File: src/rtl/exc_esc_pkg.sv
// Shared definitions for the exception escalation controller.
// Assumes nothing beyond a 2-bit nesting level encoding.
package exc_esc_pkg;

    // Nesting level; the numeric codes are visible on nest_lvl.
    typedef enum logic [1:0] {
        LVL_NORMAL  = 2'd0,
        LVL_HANDLER = 2'd1,
        LVL_DOUBLE  = 2'd2
    } nest_lvl_e;

endpackage

File: src/rtl/exc_detect.sv
// Exception source merger.
// Turns the divide-by-zero and misaligned-taken-branch conditions and the
// software interrupt into cause bits, ORs them with the hardware request
// lines, and picks an error code per cause. Internal sources own causes 0
// (divide) and 1 (alignment); their code overrides the hardware line's.
// Assumes NUM_CAUSES >= 2 and ERR_W >= 2.
module exc_detect #(
    parameter int NUM_CAUSES = 16,
    parameter int ERR_W      = 16,
    parameter int ADDR_W     = 32,
    parameter int DATA_W     = 32,
    localparam int CAUSE_W   = $clog2(NUM_CAUSES)
) (
    input  logic [NUM_CAUSES-1:0]       hw_req,
    input  logic [NUM_CAUSES*ERR_W-1:0] hw_err,
    input  logic                        div_valid,
    input  logic [DATA_W-1:0]           div_divisor,
    input  logic                        br_taken,
    input  logic [ADDR_W-1:0]           br_target,
    input  logic                        swi_valid,
    input  logic [CAUSE_W-1:0]          swi_num,
    output logic [NUM_CAUSES-1:0]       pend,
    output logic [NUM_CAUSES*ERR_W-1:0] pend_err
);

    localparam int DIV_CAUSE   = 0;
    localparam int ALIGN_CAUSE = 1;

    logic                        div_zero;
    logic                        misalign;
    logic [NUM_CAUSES-1:0]       int_hit;
    logic [NUM_CAUSES*ERR_W-1:0] int_err;
    logic [NUM_CAUSES-1:0]       swi_hit;

    // Detect the two internally generated fault conditions.
    always_comb begin
        div_zero = div_valid && (div_divisor == '0);
        misalign = br_taken && (br_target[1:0] != 2'b00);
    end

    // Place internal faults on their fixed cause bits with their codes.
    always_comb begin
        int_hit = '0;
        int_err = '0;
        int_hit[DIV_CAUSE]   = div_zero;
        int_hit[ALIGN_CAUSE] = misalign;
        int_err[ALIGN_CAUSE*ERR_W +: ERR_W] = ERR_W'(br_target[1:0]);
    end

    // Decode the software interrupt number into a one-hot cause bit.
    always_comb begin
        swi_hit = '0;
        for (int i = 0; i < NUM_CAUSES; i++) begin
            if (swi_valid && (swi_num == CAUSE_W'(i))) begin
                swi_hit[i] = 1'b1;
            end
        end
    end

    // Per cause: merge the three sources and select the error code.
    for (genvar g = 0; g < NUM_CAUSES; g++) begin : g_cause
        always_comb begin
            pend[g] = hw_req[g] | int_hit[g] | swi_hit[g];
            if (int_hit[g]) begin
                pend_err[g*ERR_W +: ERR_W] = int_err[g*ERR_W +: ERR_W];
            end else if (hw_req[g]) begin
                pend_err[g*ERR_W +: ERR_W] = hw_err[g*ERR_W +: ERR_W];
            end else begin
                pend_err[g*ERR_W +: ERR_W] = '0;
            end
        end
    end

endmodule

File: src/rtl/exc_prio.sv
// Fixed-priority picker: the lowest pending cause number wins; every other
// pending cause in that cycle is dropped. Purely combinational.
module exc_prio #(
    parameter int NUM_CAUSES = 16,
    parameter int ERR_W      = 16,
    localparam int CAUSE_W   = $clog2(NUM_CAUSES)
) (
    input  logic [NUM_CAUSES-1:0]       pend,
    input  logic [NUM_CAUSES*ERR_W-1:0] pend_err,
    output logic                        any,
    output logic [CAUSE_W-1:0]          win_cause,
    output logic [ERR_W-1:0]            win_err
);

    // Scan from the top down so the lowest set index is written last.
    always_comb begin
        any       = |pend;
        win_cause = '0;
        win_err   = '0;
        for (int i = NUM_CAUSES - 1; i >= 0; i--) begin
            if (pend[i]) begin
                win_cause = CAUSE_W'(i);
                win_err   = pend_err[i*ERR_W +: ERR_W];
            end
        end
    end

endmodule

File: src/rtl/exc_nest_fsm.sv
// Nesting-level state machine and registered outputs.
// A handler return is applied first, then any exception is judged at the
// resulting level: first level vectors the cause, second level vectors
// the double-fault handler, third level asks for a processor reset.
// Assumes exc_any/exc_cause/exc_err are stable around the clock edge.
module exc_nest_fsm
    import exc_esc_pkg::*;
#(
    parameter int NUM_CAUSES = 16,
    parameter int ERR_W      = 16,
    localparam int CAUSE_W   = $clog2(NUM_CAUSES),
    localparam int VEC_W     = CAUSE_W + 1
) (
    input  logic               clk,
    input  logic               rst_n,
    input  logic               exc_any,
    input  logic [CAUSE_W-1:0] exc_cause,
    input  logic [ERR_W-1:0]   exc_err,
    input  logic               hret,
    output logic               vec_valid,
    output logic [VEC_W-1:0]   vec_sel,
    output logic [CAUSE_W-1:0] cause_q,
    output logic [ERR_W-1:0]   err_q,
    output logic               double_fault,
    output logic               reset_req,
    output logic               resume,
    output logic [1:0]         nest_lvl
);

    localparam logic [VEC_W-1:0] DF_VEC = VEC_W'(NUM_CAUSES);

    nest_lvl_e          lvl_q, lvl_d, lvl_eff;
    logic               vv_d, rr_d, rs_d, latch_d;
    logic [VEC_W-1:0]   vs_d;

    // Decide the next level and the pulses for this cycle.
    always_comb begin
        rs_d    = 1'b0;
        vv_d    = 1'b0;
        rr_d    = 1'b0;
        latch_d = 1'b0;
        vs_d    = '0;
        lvl_eff = lvl_q;
        if (hret && (lvl_q != LVL_NORMAL)) begin
            rs_d    = 1'b1;
            lvl_eff = LVL_NORMAL;
        end
        lvl_d = lvl_eff;
        if (exc_any) begin
            unique case (lvl_eff)
                LVL_NORMAL: begin
                    vv_d    = 1'b1;
                    vs_d    = VEC_W'(exc_cause);
                    latch_d = 1'b1;
                    lvl_d   = LVL_HANDLER;
                end
                LVL_HANDLER: begin
                    vv_d    = 1'b1;
                    vs_d    = DF_VEC;
                    latch_d = 1'b1;
                    lvl_d   = LVL_DOUBLE;
                end
                default: begin
                    rr_d  = 1'b1;
                    lvl_d = LVL_NORMAL;
                end
            endcase
        end
    end

    // Register the level and the one-cycle pulses.
    always_ff @(posedge clk) begin
        if (!rst_n) begin
            lvl_q     <= LVL_NORMAL;
            vec_valid <= 1'b0;
            vec_sel   <= '0;
            reset_req <= 1'b0;
            resume    <= 1'b0;
        end else begin
            lvl_q     <= lvl_d;
            vec_valid <= vv_d;
            vec_sel   <= vs_d;
            reset_req <= rr_d;
            resume    <= rs_d;
        end
    end

    // Hold cause and error code until the next dispatched vector.
    always_ff @(posedge clk) begin
        if (!rst_n) begin
            cause_q <= '0;
            err_q   <= '0;
        end else if (latch_d) begin
            cause_q <= exc_cause;
            err_q   <= exc_err;
        end
    end

    // Expose the level and its double-fault view.
    always_comb begin
        nest_lvl     = lvl_q;
        double_fault = (lvl_q == LVL_DOUBLE);
    end

endmodule

File: src/rtl/exc_escalator.sv
// Exception escalation controller, top level.
// Merges hardware, divide, alignment and software exception sources, picks
// the lowest cause, and tracks nesting to escalate into a double fault and
// then into a processor reset request. Outputs are one cycle after inputs.
module exc_escalator #(
    parameter int NUM_CAUSES = 16,
    parameter int ERR_W      = 16,
    parameter int ADDR_W     = 32,
    parameter int DATA_W     = 32,
    localparam int CAUSE_W   = $clog2(NUM_CAUSES),
    localparam int VEC_W     = CAUSE_W + 1
) (
    input  logic                        clk,
    input  logic                        rst_n,
    input  logic [NUM_CAUSES-1:0]       hw_req,
    input  logic [NUM_CAUSES*ERR_W-1:0] hw_err,
    input  logic                        div_valid,
    input  logic [DATA_W-1:0]           div_divisor,
    input  logic                        br_taken,
    input  logic [ADDR_W-1:0]           br_target,
    input  logic                        swi_valid,
    input  logic [CAUSE_W-1:0]          swi_num,
    input  logic                        hret,
    output logic                        vec_valid,
    output logic [VEC_W-1:0]            vec_sel,
    output logic [CAUSE_W-1:0]          cause_q,
    output logic [ERR_W-1:0]            err_q,
    output logic                        double_fault,
    output logic                        reset_req,
    output logic                        resume,
    output logic [1:0]                  nest_lvl
);

    logic [NUM_CAUSES-1:0]       pend;
    logic [NUM_CAUSES*ERR_W-1:0] pend_err;
    logic                        exc_any;
    logic [CAUSE_W-1:0]          exc_cause;
    logic [ERR_W-1:0]            exc_err;

    exc_detect #(
        .NUM_CAUSES (NUM_CAUSES),
        .ERR_W      (ERR_W),
        .ADDR_W     (ADDR_W),
        .DATA_W     (DATA_W)
    ) u_detect (
        .hw_req      (hw_req),
        .hw_err      (hw_err),
        .div_valid   (div_valid),
        .div_divisor (div_divisor),
        .br_taken    (br_taken),
        .br_target   (br_target),
        .swi_valid   (swi_valid),
        .swi_num     (swi_num),
        .pend        (pend),
        .pend_err    (pend_err)
    );

    exc_prio #(
        .NUM_CAUSES (NUM_CAUSES),
        .ERR_W      (ERR_W)
    ) u_prio (
        .pend      (pend),
        .pend_err  (pend_err),
        .any       (exc_any),
        .win_cause (exc_cause),
        .win_err   (exc_err)
    );

    exc_nest_fsm #(
        .NUM_CAUSES (NUM_CAUSES),
        .ERR_W      (ERR_W)
    ) u_fsm (
        .clk          (clk),
        .rst_n        (rst_n),
        .exc_any      (exc_any),
        .exc_cause    (exc_cause),
        .exc_err      (exc_err),
        .hret         (hret),
        .vec_valid    (vec_valid),
        .vec_sel      (vec_sel),
        .cause_q      (cause_q),
        .err_q        (err_q),
        .double_fault (double_fault),
        .reset_req    (reset_req),
        .resume       (resume),
        .nest_lvl     (nest_lvl)
    );

endmodule

File: config.mk
export PLATFORM = sky130hd
export DESIGN_NAME = exc_escalator
export DESIGN_NICKNAME = d
export VERILOG_FILES = /design/src/rtl/exc_esc_pkg.sv /design/src/rtl/exc_detect.sv /design/src/rtl/exc_prio.sv /design/src/rtl/exc_nest_fsm.sv /design/src/rtl/exc_escalator.sv
export SDC_FILE = /design/constraint.sdc
export NUM_CORES = 1
export LEC_CHECK = 0
export CAP_MARGIN = 40
export CORE_AREA = 5 5 145 147
export DETAILED_ROUTE_END_ITERATION = 10
export DIE_AREA = 0 0 150 152
export GPL_TIMING_DRIVEN = 0
export SLEW_MARGIN = 20
export SYNTH_ARGS = -nofsm -noshare
export SYNTH_HDL_FRONTEND = slang
export SYNTH_SLANG_ARGS = --single-unit
File: constraint.sdc
create_clock -name clk -period 5 [get_ports clk]
set_input_delay 1.5 -clock clk [delete_from_list [all_inputs] [get_ports clk]]
set_output_delay 1.5 -clock clk [all_outputs]
set_load 0.02 [all_outputs]
==> results.sh <==
export IMPL_track_usage_pct=22.6
export IMPL_cts_root_buf="clkbuf_16"
export IMPL_finalMaxSlewViolations=0
export IMPL_crit_type="in2reg"
export IMPL_fill_cells=2174
export IMPL_hp_class="reg2reg"
export IMPL_insertion_delay_ns=0.28
export IMPL_period_share_pct=86.0
export IMPL_grt_antenna_before_repair=1
export IMPL_finalHoldViolations=0
export IMPL_fin_tns_setup_ns=0
export IMPL_cts_resized=0
export IMPL_yosysWarnings=0
export IMPL_timing_rr_start="u_fsm.nest_lvl[1]"
export IMPL_ys_seq_area_share_pct=16.7
export IMPL_hold_start="u_fsm.cause_q[1]"
export IMPL_drcViolationCount=0
export IMPL_grt_pass1_wl_mm=38.6
export IMPL_drt_initial_drc_count=473
export IMPL_coreArea_mm2=0.0198
export IMPL_dp_slack_ns=0.466
export IMPL_numPortBuffers=344
export IMPL_layout_drive_gt1_share_pct=4.67
export IMPL_seq_power_share_pct=23.2
export IMPL_syn_cell_area_mm2=0.00360
export IMPL_leakagePower_nw=2.58
export IMPL_vias=5984
export IMPL_row_count=52
export IMPL_seq_area_um2=601
export IMPL_num_io_pins=377
export IMPL_placed_cells=1118
export IMPL_area_growth_pct=110
export IMPL_relSlewSlack_pct=43.3
export IMPL_cts_setup_buffers=0
export IMPL_swShare_pct=31.3
export IMPL_synth_largest_area_cell="dfxtp_1"
export IMPL_gr_total_overflow=0
export IMPL_comb_power_share_pct=49.4
export IMPL_end_kind="flip-flop"
export IMPL_start_util_pct=18.2
export IMPL_tritoncts="yes"
export IMPL_cp_max_fo=10
export IMPL_synth_seq_cells=30
export IMPL_fmax_mhz=233
export IMPL_rsz0062_at_grt="no"
export IMPL_drt_pass1_iterations=8
export IMPL_setup_viol=0
export IMPL_maxCapViolations=0
export IMPL_instances_no_fill=1127
export IMPL_startpoint="swi_num[1]"
export IMPL_wl_per_cell_um=24.5
export IMPL_p_switching_uw=353
export IMPL_worst_slew_pin_slew_ns=0.849
export IMPL_die_w_um=150
export IMPL_crit_arrival_ns=4.45
export IMPL_cts_sinks=30
export IMPL_diodes=0
export IMPL_dpl_cell_area_mm2=0.00739
export IMPL_syn_num_nets=850
export IMPL_skew_ns=0.00679
export IMPL_yosys_area_top_type_share_pct=16.7
export IMPL_grt_max_degree=11
export IMPL_clockBufferDepth=2
export IMPL_grt_pass1_vias=6119
export IMPL_status="finished clean"
export IMPL_ys_types=64
export IMPL_crit_required_ns=5.15
export IMPL_ctsHoldBuffers=0
export IMPL_fp_dieH_um=152
export IMPL_synth_area_per_cell_um2=7.15
export IMPL_clk_pin_slew_ns=0.05
export IMPL_cts_buffers=5
export IMPL_ant_nets=0
export IMPL_ir_drop_mv=0.0931
export IMPL_gp_congestion=0.894
export IMPL_dp_hpwl_mm=23.4
export IMPL_syn_inst=504
export IMPL_dieArea_mm2=0.0228
export IMPL_p_int_uw=772
export IMPL_synth_area_leaders="dfxtp_1 17%, a22oi_1 7.3%, o21ai_0 5.4%"
export IMPL_finalCriticalPeriod_ns=4.30
export IMPL_ys_async_sr_fraction_pct=0
export IMPL_vias_per_cell=5.31
export IMPL_ys_flop_type="dfxtp_1"
export IMPL_cp_start_kind="primary input"
export IMPL_layout_nets=1202
export IMPL_drt_wl_total_mm=27.6
export IMPL_finalWorstSetupSlack_ns=0.700
export IMPL_p_per_area_mw_per_mm2=149
export IMPL_power_frac_clock_pct=27.4
export IMPL_multiInputGateArea_mm2=0.00279
export IMPL_h_tree_depth=2
export IMPL_synth_edf_count=0
export IMPL_stdcell_area_mm2=0.00755
[registers in the layout, summed over array words and instances (netlist names)]
signal           cells
u_fsm.vec_valid      1
u_fsm.resume         1
u_fsm.cause_q        4
u_fsm.reset_req      1
u_fsm.nest_lvl       2
u_fsm.err_q         16
u_fsm.vec_sel        5
[cells in the final DEF (no fill, tap or decap), types with 3 or more instances in the layout]
| cell type | n |
|---|---|
| a221oi_1 | 22 |
| nor2b_1 | 3 |
| a32o_1 | 5 |
| nand2b_1 | 11 |
| o211ai_1 | 7 |
| a311oi_1 | 4 |
| clkbuf_16 | 5 |
| and2_1 | 6 |
| o2bb2ai_1 | 4 |
| a211o_1 | 4 |
| dfxtp_1 | 30 |
| and3_1 | 7 |
| a222oi_1 | 11 |
| nor3_1 | 4 |
| and4_1 | 3 |
| a31o_2 | 3 |
| a211oi_1 | 9 |
| a22oi_1 | 35 |
| buf_2 | 14 |
| o21ai_0 | 39 |
| clkbuf_1 | 26 |
| a22o_1 | 17 |
| nand3_1 | 29 |
| a31oi_1 | 13 |
| nand2_1 | 40 |
| nor4_1 | 8 |
| a32oi_1 | 19 |
| inv_1 | 9 |
| nor2_1 | 36 |
| clkdlybuf4s50_1 | 344 |
| o31ai_1 | 6 |
| a21oi_1 | 34 |
| or3_1 | 4 |
[synthesized netlist by cell type (3+ instances only)]
| library cell | number |
|---|---|
| a311oi_1 | 4 |
| a22oi_1 | 35 |
| or3_1 | 4 |
| nand3_1 | 29 |
| a31oi_1 | 13 |
| nor4_1 | 8 |
| a211oi_1 | 9 |
| a21boi_1 | 3 |
| o21ai_0 | 39 |
| clkbuf_1 | 26 |
| buf_2 | 14 |
| a211o_1 | 4 |
| a32o_1 | 5 |
| o31ai_1 | 6 |
| nand2b_1 | 11 |
| dfxtp_1 | 30 |
| nor2_1 | 36 |
| nand2_1 | 40 |
| a32oi_1 | 19 |
| inv_1 | 9 |
| a31o_2 | 3 |
| a222oi_1 | 11 |
| a21oi_1 | 34 |
| and2_1 | 6 |
| nor3_1 | 5 |
| o2bb2ai_1 | 4 |
| and3_1 | 7 |
| o211ai_1 | 7 |
| a221oi_1 | 22 |
| nor2b_1 | 3 |
| and4_1 | 3 |
| a22o_1 | 17 |
[final timing paths]
kind / cells after the start / end / slack [ns]
worst max-delay path: 9 / u_fsm.err_q[6] / 0.70
worst max register to register: 6 / u_fsm.err_q[12] / 3.27
worst min register to register: 2 / u_fsm.cause_q[1] / 0.46
worst min-delay path: 2 / u_fsm.cause_q[1] / 0.46
[worst max-delay path, cell delays in order]
cell             delay, ns
clkdlybuf4s50_1       0.58
nor2b_1               0.62
a21oi_1               0.21
clkbuf_1              0.32
a22o_1                0.29
a221oi_1              0.26
a31oi_1               0.19
o21ai_0               0.34
a31oi_1               0.13
[power groups by stage]
stage	registers, mW	clock network [mW]	logic (mW)
after floorplan	0.282	0	0.164
after global placement	0.265	0	0.551
after detailed placement	0.266	0	0.553
after CTS	0.261	0.311	0.555
after global routing	0.263	0.323	0.590
final	0.261	0.308	0.556
[final cells by class]
cell class,count,share of cell area [%]
Buffer,42,2.47
Clock buffer,6,1.84
Clock inverter,2,0.166
Inverter,9,0.447
Multi-Input combinational cell,423,37.0
Sequential cell,30,7.95
Tap cell,270,4.47
Timing Repair Buffer,345,45.7
[logic make-up after synthesis]
| kind of cell | synth area share [%] |
|---|---|
| and+or+nand+nor | 25.1 |
| buffers and inverters | 6.11 |
| xor gates and xnor gates | 0.243 |
| DFF | 16.7 |
| AOI/OAI and AO/OA | 51.9 |
[metrics by stage]
step / util [%] / hold WS (ns) / power, mW
after floorplan: - / 0.533 / 0.446
after global placement: 37.3 / 0.441 / 0.816
after detailed placement: 37.4 / 0.450 / 0.818
after CTS: 38.2 / 0.458 / 1.13
after global routing: 38.2 / 0.486 / 1.18
final: 38.2 / 0.456 / 1.12
[per-layer routing]
layer	routed length, µm	GRT usage [%]	part of all wire (%)	vias to the layer above
met5	7	0	0.025	-
met4	498	4.49	1.8	2
met3	2570	5.45	9.3	31
met2	13400	39.5	48	342
met1	11200	28.1	41	2826
li1	-	-	-	2783
(Power assumes the default switching activity.)
